### src/rtl/spi_regif_pkg.sv
package spi_regif_pkg;

    localparam int BYTE_W         = 8;
    localparam int SHORT_AW       = 6;
    localparam int LONG_AW        = 10;
    localparam int REGION_W       = 3;
    localparam int BIT_CNT_W      = $clog2(BYTE_W);

    localparam int FMT_BIT        = 7;
    localparam int SHORT_WR_BIT   = 0;
    localparam int SHORT_ADDR_LSB = 1;
    localparam int LONG_WR_BIT    = 4;
    localparam int LONG_ADDR_LSB  = 5;

    typedef enum logic [REGION_W-1:0] {
        RG_TX_NORMAL = 3'd0,
        RG_TX_BEACON = 3'd1,
        RG_TX_SLOT_A = 3'd2,
        RG_TX_SLOT_B = 3'd3,
        RG_CTRL      = 3'd4,
        RG_KEYS      = 3'd5,
        RG_RSVD      = 3'd6,
        RG_RX        = 3'd7
    } region_e;

    localparam logic [LONG_AW-1:0] LIM_BEACON = 10'h080;
    localparam logic [LONG_AW-1:0] LIM_SLOT_A = 10'h100;
    localparam logic [LONG_AW-1:0] LIM_SLOT_B = 10'h180;
    localparam logic [LONG_AW-1:0] LIM_CTRL   = 10'h200;
    localparam logic [LONG_AW-1:0] LIM_KEYS   = 10'h280;
    localparam logic [LONG_AW-1:0] LIM_RSVD   = 10'h2C0;
    localparam logic [LONG_AW-1:0] LIM_RX     = 10'h300;

    typedef enum logic [2:0] {
        ST_HDR        = 3'd0,
        ST_SHORT_DATA = 3'd1,
        ST_LONG_ADDR  = 3'd2,
        ST_LONG_DATA  = 3'd3,
        ST_DRAIN      = 3'd4
    } dec_state_e;

endpackage

### src/rtl/pin_sync.sv
module pin_sync #(
    parameter int               WIDTH   = 3,
    parameter int               STAGES  = 2,
    parameter logic [WIDTH-1:0] RST_VAL = '0
) (
    input  logic             clk,
    input  logic             rst_n,
    input  logic [WIDTH-1:0] d,
    output logic [WIDTH-1:0] q
);

    for (genvar g = 0; g < WIDTH; g++) begin : g_bit
        logic [STAGES-1:0] chain;

        always_ff @(posedge clk or negedge rst_n) begin
            if (!rst_n) begin
                chain <= {STAGES{RST_VAL[g]}};
            end else begin
                chain <= {chain[STAGES-2:0], d[g]};
            end
        end

        assign q[g] = chain[STAGES-1];
    end

endmodule

### src/rtl/spi_byte_engine.sv
module spi_byte_engine
    import spi_regif_pkg::*;
(
    input  logic              clk,
    input  logic              rst_n,
    input  logic              sck_s,
    input  logic              cs_n_s,
    input  logic              mosi_s,
    input  logic [BYTE_W-1:0] tx_load,
    output logic              miso,
    output logic              rx_valid,
    output logic [BYTE_W-1:0] rx_byte,
    output logic              cs_release
);

    logic                 sck_q;
    logic                 cs_n_q;
    logic [BIT_CNT_W-1:0] bit_cnt;
    logic [BYTE_W-1:0]    rx_sr;
    logic [BYTE_W-1:0]    tx_sr;
    logic                 sck_rise;
    logic                 sck_fall;

    assign sck_rise   = sck_s & ~sck_q & ~cs_n_s;
    assign sck_fall   = ~sck_s & sck_q & ~cs_n_s;
    assign cs_release = cs_n_s & ~cs_n_q;
    assign miso       = tx_sr[BYTE_W-1];

    always_ff @(posedge clk or negedge rst_n) begin
        if (!rst_n) begin
            sck_q  <= 1'b0;
            cs_n_q <= 1'b1;
        end else begin
            sck_q  <= sck_s;
            cs_n_q <= cs_n_s;
        end
    end

    always_ff @(posedge clk or negedge rst_n) begin
        if (!rst_n) begin
            bit_cnt  <= '0;
            rx_sr    <= '0;
            tx_sr    <= '0;
            rx_valid <= 1'b0;
            rx_byte  <= '0;
        end else if (cs_n_s) begin
            bit_cnt  <= '0;
            rx_sr    <= '0;
            tx_sr    <= '0;
            rx_valid <= 1'b0;
        end else begin
            rx_valid <= 1'b0;
            if (sck_rise) begin
                rx_sr   <= {rx_sr[BYTE_W-2:0], mosi_s};
                bit_cnt <= bit_cnt + 1'b1;
                if (bit_cnt == BIT_CNT_W'(BYTE_W-1)) begin
                    rx_valid <= 1'b1;
                    rx_byte  <= {rx_sr[BYTE_W-2:0], mosi_s};
                end
            end
            if (sck_fall) begin
                if (bit_cnt == '0) begin
                    tx_sr <= tx_load;
                end else begin
                    tx_sr <= {tx_sr[BYTE_W-2:0], 1'b0};
                end
            end
        end
    end

    a_r8_cnt_cleared: assert property (@(posedge clk) disable iff (!rst_n)
        cs_n_s |=> (bit_cnt == '0));

    a_r9_miso_quiet_when_idle: assert property (@(posedge clk) disable iff (!rst_n)
        cs_n_s |=> !miso);

endmodule

### src/rtl/addr_region_map.sv
module addr_region_map
    import spi_regif_pkg::*;
(
    input  logic [LONG_AW-1:0] addr,
    output region_e            region
);

    always_comb begin
        if (addr < LIM_BEACON) begin
            region = RG_TX_NORMAL;
        end else if (addr < LIM_SLOT_A) begin
            region = RG_TX_BEACON;
        end else if (addr < LIM_SLOT_B) begin
            region = RG_TX_SLOT_A;
        end else if (addr < LIM_CTRL) begin
            region = RG_TX_SLOT_B;
        end else if (addr < LIM_KEYS) begin
            region = RG_CTRL;
        end else if (addr < LIM_RSVD) begin
            region = RG_KEYS;
        end else if (addr < LIM_RX) begin
            region = RG_RSVD;
        end else begin
            region = RG_RX;
        end
    end

endmodule

### src/rtl/cmd_decoder.sv
module cmd_decoder
    import spi_regif_pkg::*;
(
    input  logic               clk,
    input  logic               rst_n,
    input  logic               rx_valid,
    input  logic [BYTE_W-1:0]  rx_byte,
    input  logic               cs_release,
    input  logic [BYTE_W-1:0]  bus_rdata,
    output logic [BYTE_W-1:0]  tx_byte,
    output logic               rd_req,
    output logic               wr_req,
    output logic [LONG_AW-1:0] addr,
    output logic [BYTE_W-1:0]  wdata,
    output logic               is_long,
    output region_e            region,
    output logic               done,
    output logic               frame_err
);

    dec_state_e          state_q, state_d;
    logic [BYTE_W-1:0]   hdr_q;
    logic                wr_flag_q;
    logic                rd_pend_q;
    logic [2*BYTE_W-1:0] long_word;
    logic [LONG_AW-1:0]  long_addr;
    region_e             long_region;

    assign long_word = {hdr_q, rx_byte};
    assign long_addr = long_word[LONG_ADDR_LSB +: LONG_AW];

    addr_region_map u_region (
        .addr   (long_addr),
        .region (long_region)
    );

    always_comb begin
        state_d = state_q;
        unique case (state_q)
            ST_HDR:        if (rx_valid) state_d = rx_byte[FMT_BIT] ? ST_LONG_ADDR : ST_SHORT_DATA;
            ST_SHORT_DATA: if (rx_valid) state_d = ST_DRAIN;
            ST_LONG_ADDR:  if (rx_valid) state_d = ST_LONG_DATA;
            ST_LONG_DATA:  if (rx_valid) state_d = ST_DRAIN;
            ST_DRAIN:      state_d = ST_DRAIN;
        endcase
        if (cs_release) begin
            state_d = ST_HDR;
        end
    end

    always_ff @(posedge clk or negedge rst_n) begin
        if (!rst_n) begin
            state_q <= ST_HDR;
        end else begin
            state_q <= state_d;
        end
    end

    always_ff @(posedge clk or negedge rst_n) begin
        if (!rst_n) begin
            rd_req    <= 1'b0;
            wr_req    <= 1'b0;
            done      <= 1'b0;
            frame_err <= 1'b0;
            rd_pend_q <= 1'b0;
            addr      <= '0;
            wdata     <= '0;
            is_long   <= 1'b0;
            region    <= RG_TX_NORMAL;
            hdr_q     <= '0;
            wr_flag_q <= 1'b0;
            tx_byte   <= '0;
        end else begin
            rd_req    <= 1'b0;
            wr_req    <= 1'b0;
            done      <= 1'b0;
            frame_err <= 1'b0;
            rd_pend_q <= rd_req;
            if (rd_pend_q) begin
                tx_byte <= bus_rdata;
            end
            if (cs_release) begin
                frame_err <= (state_q == ST_SHORT_DATA) || (state_q == ST_LONG_ADDR);
                tx_byte   <= '0;
                wr_flag_q <= 1'b0;
                rd_pend_q <= 1'b0;
            end else if (rx_valid) begin
                unique case (state_q)
                    ST_HDR: begin
                        hdr_q <= rx_byte;
                        if (!rx_byte[FMT_BIT]) begin
                            addr      <= LONG_AW'(rx_byte[SHORT_ADDR_LSB +: SHORT_AW]);
                            is_long   <= 1'b0;
                            region    <= RG_TX_NORMAL;
                            wr_flag_q <= rx_byte[SHORT_WR_BIT];
                            rd_req    <= !rx_byte[SHORT_WR_BIT];
                        end
                    end
                    ST_LONG_ADDR: begin
                        addr      <= long_addr;
                        is_long   <= 1'b1;
                        region    <= long_region;
                        wr_flag_q <= long_word[LONG_WR_BIT];
                        rd_req    <= !long_word[LONG_WR_BIT];
                    end
                    ST_SHORT_DATA, ST_LONG_DATA: begin
                        wr_req  <= wr_flag_q;
                        wdata   <= rx_byte;
                        done    <= 1'b1;
                        tx_byte <= '0;
                    end
                    ST_DRAIN: begin
                    end
                endcase
            end
        end
    end

    a_r11_req_exclusive: assert property (@(posedge clk) disable iff (!rst_n)
        !(rd_req && wr_req));

    a_r11_rd_single: assert property (@(posedge clk) disable iff (!rst_n)
        rd_req |=> !rd_req);

    a_r10_done_single: assert property (@(posedge clk) disable iff (!rst_n)
        done |=> !done);

    a_r7_err_after_release: assert property (@(posedge clk) disable iff (!rst_n)
        frame_err |-> $past(cs_release));

    a_r7_err_not_done: assert property (@(posedge clk) disable iff (!rst_n)
        !(frame_err && done));

    a_r4_rdata_captured: assert property (@(posedge clk) disable iff (!rst_n)
        (rd_pend_q && !cs_release) |=> (tx_byte == $past(bus_rdata)));

endmodule

### src/rtl/spi_dual_fmt_regif.sv
module spi_dual_fmt_regif
    import spi_regif_pkg::*;
#(
    parameter int SYNC_STAGES = 2
) (
    input  logic        clk,
    input  logic        rst_n,
    input  logic        spi_sck,
    input  logic        spi_cs_n,
    input  logic        spi_mosi,
    output logic        spi_miso,
    output logic        bus_rd_req,
    output logic        bus_wr_req,
    output logic [9:0]  bus_addr,
    output logic [7:0]  bus_wdata,
    input  logic [7:0]  bus_rdata,
    output logic        bus_long,
    output logic [2:0]  bus_region,
    output logic        cmd_done,
    output logic        frame_err
);

    localparam int PIN_W = 3;

    logic [PIN_W-1:0]  pins_s;
    logic              rx_valid;
    logic [BYTE_W-1:0] rx_byte;
    logic              cs_release;
    logic [BYTE_W-1:0] tx_byte;
    region_e           region;

    pin_sync #(
        .WIDTH   (PIN_W),
        .STAGES  (SYNC_STAGES),
        .RST_VAL (3'b010)
    ) u_sync (
        .clk   (clk),
        .rst_n (rst_n),
        .d     ({spi_mosi, spi_cs_n, spi_sck}),
        .q     (pins_s)
    );

    spi_byte_engine u_engine (
        .clk        (clk),
        .rst_n      (rst_n),
        .sck_s      (pins_s[0]),
        .cs_n_s     (pins_s[1]),
        .mosi_s     (pins_s[2]),
        .tx_load    (tx_byte),
        .miso       (spi_miso),
        .rx_valid   (rx_valid),
        .rx_byte    (rx_byte),
        .cs_release (cs_release)
    );

    cmd_decoder u_dec (
        .clk        (clk),
        .rst_n      (rst_n),
        .rx_valid   (rx_valid),
        .rx_byte    (rx_byte),
        .cs_release (cs_release),
        .bus_rdata  (bus_rdata),
        .tx_byte    (tx_byte),
        .rd_req     (bus_rd_req),
        .wr_req     (bus_wr_req),
        .addr       (bus_addr),
        .wdata      (bus_wdata),
        .is_long    (bus_long),
        .region     (region),
        .done       (cmd_done),
        .frame_err  (frame_err)
    );

    assign bus_region = region;

endmodule

### config.mk
export PLATFORM = sky130hd
export DESIGN_NAME = spi_dual_fmt_regif
export DESIGN_NICKNAME = d
export VERILOG_FILES = /design/src/rtl/spi_regif_pkg.sv /design/src/rtl/pin_sync.sv /design/src/rtl/spi_byte_engine.sv /design/src/rtl/addr_region_map.sv /design/src/rtl/cmd_decoder.sv /design/src/rtl/spi_dual_fmt_regif.sv
export SDC_FILE = /design/constraint.sdc
export NUM_CORES = 1
export LEC_CHECK = 0
export CAP_MARGIN = 20
export CORE_AREA = 2 2 95 97
export DETAILED_ROUTE_END_ITERATION = 7
export DIE_AREA = 0 0 97 99
export DONT_BUFFER_PORTS = 1
export GPL_ROUTABILITY_DRIVEN = 0
export PLACE_DENSITY = 0.53
export SYNTH_ARGS = -nofsm -noshare
export SYNTH_HDL_FRONTEND = slang
export SYNTH_SLANG_ARGS = --single-unit
### constraint.sdc
create_clock -name clk -period 4.54 [get_ports clk]
set_clock_uncertainty 0.2 [all_clocks]
set_input_delay 1.135 -clock clk [delete_from_list [all_inputs] [get_ports clk]]
set_output_delay 1.135 -clock clk [all_outputs]
set_load 0.02 [all_outputs]
==> flow_summary.toml <==
[yosys]
synth-simple-area-share_pct = 10.1
synth_top_flop_cell = "dfrtp_1"
synth_edf_count = 0
yosysTopAreaCellShare_pct = 58.0
syn_inst = 251
synth-xor-area-share_pct = 0.263
yosys.area_share.adder_pct = 1.13
synth_cell_types = 38
synth_top_family_by_area = "multiplexers"
synth_compound_area_share_pct = 7.83
syn_nets = 267
synth-seq-cells = 80
yosysMostFrequentCell = "dfrtp_1"
yosys-top-cells-area = "dfrtp_1 58%, mux2_2 11%, mux2i_1 5.1%"
yosys_warnings = 0
synth.largest_area_cell = "dfrtp_1"
syn_area_mm2 = 0.00332
synthTopCellsByCount = "77 x dfrtp_1, 32 x mux2_2, 23 x nand2_1"
synthArstFlopShare_pct = 100
ys_seq_area_share_pct = 60.3
muxShareOfSynthArea_pct = 17.8
syn_avg_cell_area_um2 = 13.2

[finish]
diodes = 0
multiInputGateArea_mm2 = 0.00123
fin_util_pct = 42.2
fillers = 792
final_nets = 267
drive_gt1_share_pct = 25.0
area_growth_pct = 8.58
ff_latch_area_mm2 = 0.00201

[floorplan]
die_area_mm2 = 0.00960
initial_core_util_pct = 38.9
die-height_um = 99
dieWidth_um = 97
core_area_mm2 = 0.00855
rows = 34
io_pins = 40

[setup_path]
crit_start = "u_dec.region[2]"
crit_type = "reg -> out"
crit_arrival_ns = 0.93
cp_max_fo = 3
rrSetupSlack_ns = 2.36
regToRegStartpoint = "u_engine.sck_q"
crit_path_start_kind = "flip-flop"
ff2ff_path_depth = 4
cp.required_ns = 3.20
rr_endpoint = "u_engine.rx_byte[1]"
critPathCaptureType = "output pin"
crit_cells = 0

[run_status]
status = "complete, no violations"

[global_routing]
grt_first_pass_wirelength_um = 9830
grt_overflow_total = 0
grtUsageTotal_pct = 12.7
antenna_found_initial = 0
grt_max_degree = 81
grt_pass1_vias = 1828

[power_and_ir_drop]
finalPower_mw = 1.31
power_density_mw_per_mm2 = 362
power_frac_seq_pct = 55.3
ir_drop_mv = 0.167
p_clk_share_pct = 43.2
comb_power_share_pct = 1.5
power.internal_mw = 1.03
swShare_pct = 20.9
switchingPower_mw = 0.273
p_leak_nw = 1.69

[timing]
post-route-period-util_pct = 49.9
relSlewSlack_pct = 40.3
finalSetupTns_ns = 0
hold_violations = 0
setup_violations = 0
tightest_slew_ns = 0.894
slew_viol_final = 0
rsz0062_at_grt = "false"
fin_crit_ns = 2.26
whs_ns = 0.150
fmax_mhz = 442

[placed_design]
io_buffers = 0
dp_hpwl_um = 3770

[min_path]
hp-start = "u_sync.g_bit[2].chain[0]"
worstHoldEndpoint = "u_sync.g_bit[2].chain[1]"
whs_path_depth = 0
worstHoldPathType = "reg -> reg"

[drt]
drc = 0
antenna_left = 0
viasPerCell = 5.05
wl_met1_um = 2960
via_count = 1840
drt_iter0_drc = 108
wl_met3_um = 284
top_layer = "met4"
avgRoutedWirePerCell_um = 16.1
drt-total-wl_um = 5850
drtPass1Iterations = 4
dr_wl_met2_um = 2560

[clock_tree]
cts_tree = "yes"
hold_buffers = 0
clock_sinks = 80
cts.path.max_buffers = 2
clk_pin_slew_ns = 0.08
clock_latency_ns = 0.34
cts_post_setup_buffers_inserted = 0
root_buffer = "clkbuf_8"
h-tree-depth = 3
cts_buffers = 9
cts_resized = 0

[run]
drv_cap = 0
metrics by stage:
step | setup WS (ns) | cells | area [um2]
after floorplan | 2.58 | 251 | 3320
after global placement | 2.04 | 347 | 3390
after detailed placement | 2.36 | 348 | 3400
after CTS | 2.26 | 364 | 3610
after global routing | 2.18 | 364 | 3610
final | 2.28 | 364 | 3610
power by group through the flow:
| stage | Sequential, mW | Combinational, mW | Clock (mW) |
|---|---|---|---|
| 2_1_floorplan | 0.735 | 0.0174 | 0 |
| 3_3_place_gp | 0.737 | 0.0195 | 0 |
| 3_5_place_dp | 0.737 | 0.0195 | 0 |
| 4_1_cts | 0.723 | 0.0196 | 0.582 |
| 5_1_grt | 0.724 | 0.0215 | 0.612 |
| 6_report | 0.723 | 0.0194 | 0.565 |
registers in the layout, indices dropped and copies added, names as in the netlist, 3 cells and up:
| signal | cells |
|---|---|
| u_dec.addr | 9 |
| u_dec.hdr_q | 7 |
| u_dec.state_q | 3 |
| u_dec.tx_byte | 8 |
| u_dec.wdata | 8 |
| u_engine.rx_byte | 8 |
| u_engine.rx_sr | 7 |
| u_engine.tx_sr | 8 |
| u_sync.g_bit.chain | 6 |
| u_dec.region | 3 |
| u_engine.bit_cnt | 3 |
cell type report:
type                       instances  area share, %
clock inverter                     5           2.25
inverter                           5          0.520
timing repair buffer               1          0.139
clock buffer                      11           3.64
sequential                        80           55.6
multi-input combinational        154           34.1
tap                              108           3.74
worst max-delay path by stage:
stage	end	slack, ns
floorplan	bus_region[2]	2.58
global placement	u_engine.rx_byte[3]	2.04
detailed placement	u_engine.rx_byte[5]	2.36
CTS	bus_region[2]	2.26
global route	u_engine.rx_byte[3]	2.18
finish	bus_region[2]	2.28
per-layer routing:
layer  vias up  track usage [%]
li1        878                -
met1       922             18.3
met2        36             18.4
met3         4             4.33
met4         0             3.58
met5         -                0
layout by cell type (no fill, tap or decap), drive strengths merged, types with 2 or more instances in the layout:
cell      n
a21bo     5
a21boi    2
a21oi    14
and2      4
bufinv    2
clkbuf   11
clkinv    2
dfrtp    77
dfstp     3
ha        3
inv       5
mux2     36
mux2i    17
nand2    23
nand2b    5
nand3     3
nand3b    2
nand4     4
nor2     10
nor2b     5
nor3b     3
o21ai     3
o2bb2ai   8
logic make-up (layout without fill, tap and decap cells):
family                   Yosys count  in the layout
buffers and inverters             17             22
adder cells (fa/ha/maj)            3              3
flip-flops                        80             80
AO/OA/AOI/OAI                     37             37
XOR/XNOR                           1              1
multiplexers                      53             53
AND/OR/NAND/NOR                   60             60
No activity file was read; power rests on OpenSTA's default activity.
